==> src/rtl/cfg_hdr_pkg.sv <==
package cfg_hdr_pkg;
  localparam int WORD_BYTES = 4;
  localparam int WORD_W     = WORD_BYTES * 8;
  localparam int PRE_WORDS  = 13;

  typedef enum logic [1:0] {ST_SEARCH, ST_STREAM, ST_MISS} hdr_state_e;

  function automatic logic [WORD_W-1:0] exp_word(input int idx);
    case (idx)
      8:       return 32'h0000_00BB;
      9:       return 32'h1122_0044;
      12:      return 32'hAA99_5566;
      default: return 32'hFFFF_FFFF;
    endcase
  endfunction

  function automatic logic [WORD_W-1:0] byte_rev(input logic [WORD_W-1:0] w);
    logic [WORD_W-1:0] r;
    for (int b = 0; b < WORD_BYTES; b++) r[b*8 +: 8] = w[(WORD_BYTES-1-b)*8 +: 8];
    return r;
  endfunction
endpackage

==> src/rtl/cfg_hdr_window.sv <==
module cfg_hdr_window #(
  parameter int WIN_BYTES = 52
) (
  input  logic                   clk_i,
  input  logic                   rst_ni,
  input  logic                   clr_i,
  input  logic                   shift_i,
  input  logic [7:0]             byte_i,
  output logic [WIN_BYTES*8-1:0] win_nxt_o
);
  localparam int WIN_W = WIN_BYTES * 8;

  logic [WIN_W-1:0] win_q;

  // newest byte sits in the low lane; oldest in the top lane
  assign win_nxt_o = {win_q[WIN_W-9:0], byte_i};

  always_ff @(posedge clk_i or negedge rst_ni) begin
    if (!rst_ni)      win_q <= '0;
    else if (clr_i)   win_q <= '0;
    else if (shift_i) win_q <= win_nxt_o;
  end
endmodule

==> src/rtl/cfg_hdr_match.sv <==
module cfg_hdr_match
  import cfg_hdr_pkg::*;
#(
  parameter int N_WORDS = PRE_WORDS
) (
  input  logic [N_WORDS*WORD_W-1:0] win_i,
  output logic                      hit_o,
  output logic                      swap_o
);
  logic [N_WORDS-1:0] nat_ok, rev_ok;

  for (genvar g = 0; g < N_WORDS; g++) begin : g_word
    localparam logic [WORD_W-1:0] EXP = exp_word(g);
    // word g of the stream: oldest byte is the MSB
    logic [WORD_W-1:0] w;
    assign w         = win_i[(N_WORDS-1-g)*WORD_W +: WORD_W];
    assign nat_ok[g] = (w == EXP);
    assign rev_ok[g] = (byte_rev(w) == EXP);
  end

  assign hit_o  = &(nat_ok | rev_ok);
  // all-ones words match both ways and so never vote for swap
  assign swap_o = |(rev_ok & ~nat_ok);
endmodule

==> src/rtl/cfg_hdr_pack.sv <==
module cfg_hdr_pack
  import cfg_hdr_pkg::*;
(
  input  logic              clk_i,
  input  logic              rst_ni,
  input  logic              clr_i,
  input  logic              vld_i,
  input  logic [7:0]        byte_i,
  input  logic              swap_i,
  output logic              word_vld_o,
  output logic [WORD_W-1:0] word_o
);
  localparam int CNT_W = $clog2(WORD_BYTES);
  localparam int ACC_W = (WORD_BYTES - 1) * 8;

  logic [CNT_W-1:0]  cnt_q;
  logic [ACC_W-1:0]  acc_q;
  logic [WORD_W-1:0] nat_w, swp_w;
  logic              last;

  assign nat_w = {acc_q, byte_i};
  assign last  = (cnt_q == CNT_W'(WORD_BYTES - 1));

  for (genvar g = 0; g < WORD_BYTES; g++) begin : g_rev
    assign swp_w[g*8 +: 8] = nat_w[(WORD_BYTES-1-g)*8 +: 8];
  end

  always_ff @(posedge clk_i or negedge rst_ni) begin
    if (!rst_ni) begin
      cnt_q      <= '0;
      acc_q      <= '0;
      word_vld_o <= 1'b0;
      word_o     <= '0;
    end else begin
      word_vld_o <= 1'b0;
      if (clr_i) begin
        cnt_q <= '0;
        acc_q <= '0;
      end else if (vld_i) begin
        acc_q <= nat_w[ACC_W-1:0];
        if (last) begin
          cnt_q      <= '0;
          word_vld_o <= 1'b1;
          word_o     <= swap_i ? swp_w : nat_w;
        end else begin
          cnt_q <= cnt_q + 1'b1;
        end
      end
    end
  end

  AST_WORD_GAP: assert property (@(posedge clk_i) disable iff (!rst_ni)
    word_vld_o |=> !word_vld_o);
endmodule

==> src/rtl/cfg_hdr_detect.sv <==
module cfg_hdr_detect
  import cfg_hdr_pkg::*;
#(
  parameter int OFF_W = 16
) (
  input  logic              clk_i,
  input  logic              rst_ni,
  input  logic              start_i,
  input  logic              in_vld_i,
  input  logic [7:0]        in_byte_i,
  input  logic              eos_i,
  output logic              found_o,
  output logic              swap_o,
  output logic [OFF_W-1:0]  offset_o,
  output logic              miss_o,
  output logic              word_vld_o,
  output logic [WORD_W-1:0] word_o
);
  localparam int WIN_BYTES = PRE_WORDS * WORD_BYTES;

  hdr_state_e                state_q;
  logic [OFF_W-1:0]          cnt_q;
  logic [WIN_BYTES*8-1:0]    win_nxt;
  logic                      searching, streaming, take, m_hit, m_swap;

  assign searching = (state_q == ST_SEARCH);
  assign streaming = (state_q == ST_STREAM);
  assign take      = in_vld_i && !start_i && searching;
  assign miss_o    = (state_q == ST_MISS);

  cfg_hdr_window #(.WIN_BYTES(WIN_BYTES)) u_win (
    .clk_i, .rst_ni,
    .clr_i    (start_i),
    .shift_i  (take),
    .byte_i   (in_byte_i),
    .win_nxt_o(win_nxt)
  );

  cfg_hdr_match #(.N_WORDS(PRE_WORDS)) u_match (
    .win_i (win_nxt),
    .hit_o (m_hit),
    .swap_o(m_swap)
  );

  cfg_hdr_pack u_pack (
    .clk_i, .rst_ni,
    .clr_i     (start_i || !streaming),
    .vld_i     (in_vld_i && streaming && !start_i),
    .byte_i    (in_byte_i),
    .swap_i    (swap_o),
    .word_vld_o(word_vld_o),
    .word_o    (word_o)
  );

  always_ff @(posedge clk_i or negedge rst_ni) begin
    if (!rst_ni) begin
      state_q  <= ST_SEARCH;
      cnt_q    <= '0;
      found_o  <= 1'b0;
      swap_o   <= 1'b0;
      offset_o <= '0;
    end else begin
      found_o <= 1'b0;
      if (start_i) begin
        state_q  <= ST_SEARCH;
        cnt_q    <= '0;
        swap_o   <= 1'b0;
        offset_o <= '0;
      end else if (searching) begin
        if (in_vld_i) cnt_q <= cnt_q + 1'b1;
        if (take && m_hit) begin
          state_q  <= ST_STREAM;
          found_o  <= 1'b1;
          swap_o   <= m_swap;
          // current byte is the last of the window
          offset_o <= cnt_q - OFF_W'(WIN_BYTES - 1);
        end else if (eos_i) begin
          state_q <= ST_MISS;
        end
      end
    end
  end

  AST_FOUND_PULSE: assert property (@(posedge clk_i) disable iff (!rst_ni)
    found_o |=> !found_o);
  AST_STREAM_HOLD: assert property (@(posedge clk_i) disable iff (!rst_ni)
    (streaming && !start_i) |=> ($stable(swap_o) && $stable(offset_o)));
  AST_MISS_HOLD: assert property (@(posedge clk_i) disable iff (!rst_ni)
    (miss_o && !start_i) |=> miss_o);
  AST_MISS_QUIET: assert property (@(posedge clk_i) disable iff (!rst_ni)
    miss_o |-> (!found_o && !word_vld_o));
  AST_CLEAR: assert property (@(posedge clk_i) disable iff (!rst_ni)
    start_i |=> (!found_o && !miss_o && !swap_o && !word_vld_o && offset_o == '0));
endmodule

==> config.mk <==
export PLATFORM = sky130hd
export DESIGN_NAME = cfg_hdr_detect
export DESIGN_NICKNAME = d
export VERILOG_FILES = /design/src/rtl/cfg_hdr_pkg.sv /design/src/rtl/cfg_hdr_window.sv /design/src/rtl/cfg_hdr_match.sv /design/src/rtl/cfg_hdr_pack.sv /design/src/rtl/cfg_hdr_detect.sv
export SDC_FILE = /design/constraint.sdc
export NUM_CORES = 1
export LEC_CHECK = 0
export ABC_AREA = 1
export BUFFER_PORTS_ARGS = -buffer_cell sky130_fd_sc_hd__buf_2
export CORE_MARGIN = 2
export CORE_UTILIZATION = 50
export DETAILED_ROUTE_END_ITERATION = 8
export PLACE_DENSITY = 0.66
export SETUP_SLACK_MARGIN = 0.3
export SYNTH_ARGS = -nofsm -noshare
export SYNTH_HDL_FRONTEND = slang
export SYNTH_HIERARCHICAL = 1
export SYNTH_SLANG_ARGS = --single-unit
==> constraint.sdc <==
create_clock -name clk_i -period 5.8 [get_ports clk_i]
set_clock_uncertainty 0.15 [all_clocks]
set_input_delay 0 -clock clk_i [delete_from_list [all_inputs] [get_ports clk_i]]
set_output_delay 0 -clock clk_i [all_outputs]
set_load 0.02 [all_outputs]
### Word level (Yosys, flattened, before mapping)

Index checks and enable logic that the tools add are counted.

* $add $sub $neg: 3
* eq/ne operators: 29
* muxes and demuxes: 27
* bitwise operators: 4
* reduce and logical (&&, ||, !) cells: 21

Operators with widths (number)
* two-way mux 408 bit: 2
* equality test 32 bit (second input constant): 22
* two-way mux 16 bit: 6
* equality test 32 x 29 -> 1 bit (second input constant): 2
* equality test 32 x 8 -> 1 bit (second input constant): 2
* two-way mux 24 bit: 2
* two-way mux 32 bit: 1
* adder 16 x 1 -> 16 bit (second input constant): 1
* subtractor 16 x 6 -> 16 bit (second input constant): 1
* two-way mux 2 bit: 7
* bitwise AND 13 bit: 1
* NOT 13 bit: 1
* bitwise OR 13 bit: 1
* AND reduction 13 bit: 1
* OR reduction 13 bit: 1
* nonzero test 2 bit: 5
* two-way mux 1 bit: 9
* AND reduction 2 bit: 3
* logical AND 1 bit: 5
* equality test 2 bit (second input constant): 2
* AND reduction 3 bit: 1
* nonzero test 3 bit: 1
* adder 2 x 1 -> 2 bit (second input constant): 1
* equality test 2 x 1 -> 1 bit (second input constant): 1
* other kinds (4): 5

* bits in registers: 503
* input port bits: 13
* output and inout bits: 52
* word-level logic and storage cells: 94

### Logic depth before layout (Yosys ltp)

* word-level depth: 7
* mapped depth: 17
* gate-level depth less buffers: 15

### Cells and area by module

Netlist, hierarchy kept.

Modules (own cells, without submodules)
* cfg_hdr_window: instances 1, cells each 1777, area an instance 16006.6 µm², sequential area each 10209.8 µm²
* cfg_hdr_pack: instances 1, cells each 356, area an instance 2668.8 µm², sequential area each 1476.4 µm²
* cfg_hdr_detect: instances 1, cells each 276, area an instance 2011.9 µm², sequential area each 900.9 µm²
* cfg_hdr_match: instances 1, cells each 345, area an instance 1527.7 µm², sequential area each 0.0 µm²

### Worst setup path after synthesis

No wires, ideal clock.

* path kind: register to register
* start point: reg u_win.win_q[143]
* end point: reg offset_o[5]
* setup time: 0.121 ns
* arrival time: 1.536 ns
* required time: 5.529 ns
* setup slack: 3.993 ns
* stages on the path, launching flop included: 16
* path buffers: 1
* clock period less this slack: 1.807 ns
* path through: dfrtp_1 nor2_1 nand2_1 nor2_2 nand2_1 nor2_1 nand2_1 nor2_1 nand2_1 nor2_2 nand2_4 inv_4 nor2_4 buf_6 nand2_1 o21ai_2

* word-level cells in the longest chain between the ends: 6
* elaborated cells between the ends (all ways): 7
* classes of those cells: 2 x eq/ne; 1 x bitwise; 4 x reduce/logical

Ends and longest elaborated chain
* from (decl): line cfg_hdr_window.sv:13 `logic [WIN_W-1:0] win_q;`
* from (signal assigned): line cfg_hdr_window.sv:21 `else if (shift_i) win_q <= win_nxt_o;`
* equality test 32 x 8 -> 1 bit, on equally long branches: line cfg_hdr_match.sv:17, cfg_hdr_match.sv:18
* bitwise OR 13 bit (*): line cfg_hdr_match.sv:21 `assign hit_o = &(nat_ok | rev_ok);`
* AND reduction 13 bit (*): line cfg_hdr_match.sv:21
* net m_hit: line cfg_hdr_detect.sv:24 `logic searching, streaming, take, m_hit, m_swap;`
* logical AND 1 bit (*): line cfg_hdr_detect.sv:71 `if (take && m_hit) begin`
* nonzero test 2 bit (no source line) (*)
* AND reduction 2 bit (no source line) (*)
* to (signal assigned): line cfg_hdr_detect.sv:76 `offset_o <= cnt_q - OFF_W'(WIN_BYTES - 1);`
* to (decl): line cfg_hdr_detect.sv:14 `output logic [OFF_W-1:0] offset_o,`

Mark *: on every way through the listed nets, which the timed path passes. The rest lies on a longest branch.
A chain may end at the register's enable or synchronous reset.

### Worst setup path after layout

* start point: reg state_q[1]
* end point: reg u_pack.word_o[1]

* word-level cells in the longest chain between the ends: 5
* elaborated cells between the ends (all ways): 7
* classes of those cells: 1 x eq/ne; 1 x bitwise; 5 x reduce/logical

Ends and longest elaborated chain
* from (decl): line cfg_hdr_detect.sv:21 `hdr_state_e state_q;`
* from (signal assigned): line cfg_hdr_detect.sv:57 `state_q <= ST_SEARCH;`
* from (signal assigned): line cfg_hdr_detect.sv:65 `state_q <= ST_SEARCH;`
* from (signal assigned): line cfg_hdr_detect.sv:72 `state_q <= ST_STREAM;`
* equality test 2 x 1 -> 1 bit (*): line cfg_hdr_detect.sv:27 `assign streaming = (state_q == ST_STREAM);`
* zero test 1 bit: line cfg_hdr_detect.sv:47 `.clr_i (start_i || !streaming),`
* logical OR 1 bit: line cfg_hdr_detect.sv:47
* NOT 1 bit (no source line)
* AND reduction 3 bit (no source line) (*)
* to (signal assigned): line cfg_hdr_pack.sv:44 `word_o <= swap_i ? swp_w : nat_w;`
* to (decl): line cfg_hdr_pack.sv:11 `output logic [WORD_W-1:0] word_o`

Mark *: on every way between the ends. The rest lies on a longest branch, timed or not.

==> metrics.cfg <==
[run_status]
outcome = finished, violations left
violations = hold timing

[logic_synthesis]
synth-seq-area-share_pct = 56.66
ys_warn_count = 6
synthCells = 2754
ys_types = 30
syn_avg_cell_area_um2 = 8.066
synthesis.area_um2 = 22220
synth_nets = 2769
synth_seq_cells = 503

[clocking]
cts-root-buf = clkbuf_16
clk_path_buf_depth = 3
clkSinkCount = 503
htreeDepth = 2
cts_tree = done
cts_made_buffers = 52
cts.reportedPaths.clkPinSlew_ns = 0.06
postCtsSetupBuffers = 0
ctsHoldBuffers = 16
insertion_delay_ns = 0.59
cts_resized = 0

[power]
peakVddDrop_uv = 225.7
netSwitchingPower_mw = 1.631
cellLeakagePower_nw = 13.50
clkPwrFrac_pct = 47.9
internal-power_mw = 5.678
seq_power_share_pct = 48.2
p_comb_share_pct = 4.0
pwr_density_cell_nw_per_um2 = 297.0
power.share.switching_pct = 22.31

[routing]
drt-initial-drc-count = 1587
postRouteWirelength_um = 47870
drc = 0
firstDrtPassIters = 7
wl_per_cell_um = 14.23
vias_per_cell = 5.273
detail-route-antenna-nets = 0
via_count = 17730

[global_route]
grt_start_max_net_pins = 267
antenna_found_initial = 0
overflow = 0
grtUsageTotal_pct = 21.17
grt_pass1_wl_um = 83570
grt_pass1_vias = 17510

[timing]
worst-slew-pin-transition_ns = 1.296
tns_ns = 0
finalMaxSlewViolations = 0
fin_ws_ns = 2.513
rsz0062_at_grt = no
max_freq_mhz = 304.2
hold_viol_final = 22
whs_ns = -0.03365
period_share_pct = 56.67
slew_headroom_pct = 13.59
finalCriticalPeriod_ns = 3.287
setup_viol = 0

[job]
maxCapViolCount = 0

[place]
pre_cts_ws_ns = 2.486
io_buffers = 64
dpl_cell_area_um2 = 22650
dp_hpwl_um = 27850
gp_congestion = 0.8381

[floorplan]
io_pins = 65
fp-row-count = 77
die_h_um = 214.8
core-area_um2 = 44030
die_width_um = 214.8
die_area_um2 = 46130
initial_core_util_pct = 50.46

[final_layout]
area_growth_pct = 10.76
fill_cells = 4070
final_cell_area_um2 = 24610
diodes = 0
drive_gt1_share_pct = 6.748
final_nets = 2747

[critical_path]
crit_type = register to register
cp-end-kind = register
required_ns = 6.18
path_max_fanout = 33
arrival_ns = 3.66
critPathLaunchType = register

[hold_path]
hp-class = input port to async pin

registers in the layout (all words and copies together) (netlist names):
signal,flops
found_o,1
u_pack/word_o,32
u_pack/acc_q,24
u_pack/word_vld_o,1
cnt_q,16
state_q,2
swap_o,1
u_win/win_q,408
offset_o,16
u_pack/cnt_q,2
layout by cell type (no fill, tap or decap), drive strengths merged, types with 5 or more instances in the layout:
cell type    synthesis  routed
clkinv               0       8
nand4               82      82
nand3              465     465
bufinv               0       7
inv                 74      76
o21ai               26      26
a21oi                8       8
dfrtp              503     503
nand2             1245    1245
clkbuf              42      74
dlygate4sd3          0      16
nor3                 5       5
nor2               168     168
buf                125      75
stage by stage:
step / hold WS, ns / power (mW) / util [%] / cells
final: -0.03365 / 7.309 / 55.89 / 3363
after CTS: 0.03762 / 7.413 / 55.89 / 3363
after global placement: 0.04786 / 3.870 / 51.44 / 3254
after floorplan: -0.4456 / 3.767 / - / 2754
after global routing: 0.1000 / 7.585 / 55.89 / 3363
after detailed placement: 0.05311 / 3.874 / 51.44 / 3254
critical path, stage by stage, from the launching register on:
cell and delay, ns:
dfrtp_1 0.41, inv_1 0.08, nand3_1 0.22, nor2_2 0.94, nand2_1 0.14, nor2_2 1.01
nand2_1 0.15, nand2_1 0.10
Yosys cell counts (all sizes together):
| cell type | number | area (um^2) |
|---|---|---|
| ha | 2 | 25.02 |
| xor2 | 4 | 35.03 |
| a21oi | 8 | 40.04 |
| nor2 | 168 | 683.1 |
| buf | 125 | 655.6 |
| dfrtp | 503 | 12590 |
| o221ai | 1 | 8.760 |
| nor3b | 2 | 15.01 |
| nand3 | 465 | 2332 |
| o21ai | 26 | 137.6 |
| clkbuf | 42 | 157.7 |
| nand2 | 1245 | 4693 |
| o22ai | 1 | 6.260 |
| nor3 | 5 | 35.03 |
| o31ai | 1 | 7.510 |
| nand4 | 82 | 513.0 |
| inv | 74 | 282.8 |
area by class of cell:
cell class	count	area, um^2	share of cell area, %
flip-flops and latches	503	12590	51.15
multi-input cells	2010	8542	34.71
clock buffers	74	1515	6.158
well taps	592	740.7	3.010
repair buffers	91	648.1	2.634
inverters	74	290.3	1.180
clock inverters	19	282.8	1.149
power by group through the flow:
| stage | registers [mW] | clock network (mW) | logic (mW) |
|---|---|---|---|
| 5_1_grt | 3.52 | 3.74 | 0.329 |
| 3_5_place_dp | 3.58 | 0 | 0.289 |
| 4_1_cts | 3.52 | 3.60 | 0.298 |
| 2_1_floorplan | 3.58 | 0 | 0.182 |
| 6_report | 3.52 | 3.50 | 0.290 |
| 3_3_place_gp | 3.58 | 0 | 0.286 |
path summary, 6_finish.rpt:
kind	depth (start not counted)	endpoint	startpoint	slack, ns
hold / removal	2	u_win/win_q[214]	rst_ni	-0.03
setup / recovery	7	u_pack/word_o[1]	state_q[1]	2.51
max in group asynchronous	3	u_win/win_q[305]	rst_ni	4.25
hold reg to reg	2	u_win/win_q[403]	u_win/win_q[403]	0.32
min in group clk_i	4	u_win/win_q[7]	in_byte_i[7]	0.13
setup reg to reg	7	u_pack/word_o[1]	state_q[1]	2.51
routing by layer:
layer  track usage [%]  part of all wire [%]  vias up
li1                  -                     -     8758
met1             29.01                    46     8610
met2             34.91                    48      287
met3             3.114                   3.5       79
met4             6.759                   2.3        0
met5                 0                     0        -
cell families (layout without fill, tap and decap cells):
logic type | count (synthesis) | count (layout) | share of synthesized area, %
buf+inv | 241 | 258 | 4.934
flops | 503 | 503 | 56.66
simple gates | 1967 | 1967 | 37.23
xor+xnor | 4 | 4 | 0.1577
compound gates | 37 | 37 | 0.9012
fa+ha+maj | 2 | 2 | 0.1126
No activity file was read; power rests on OpenSTA's default activity.
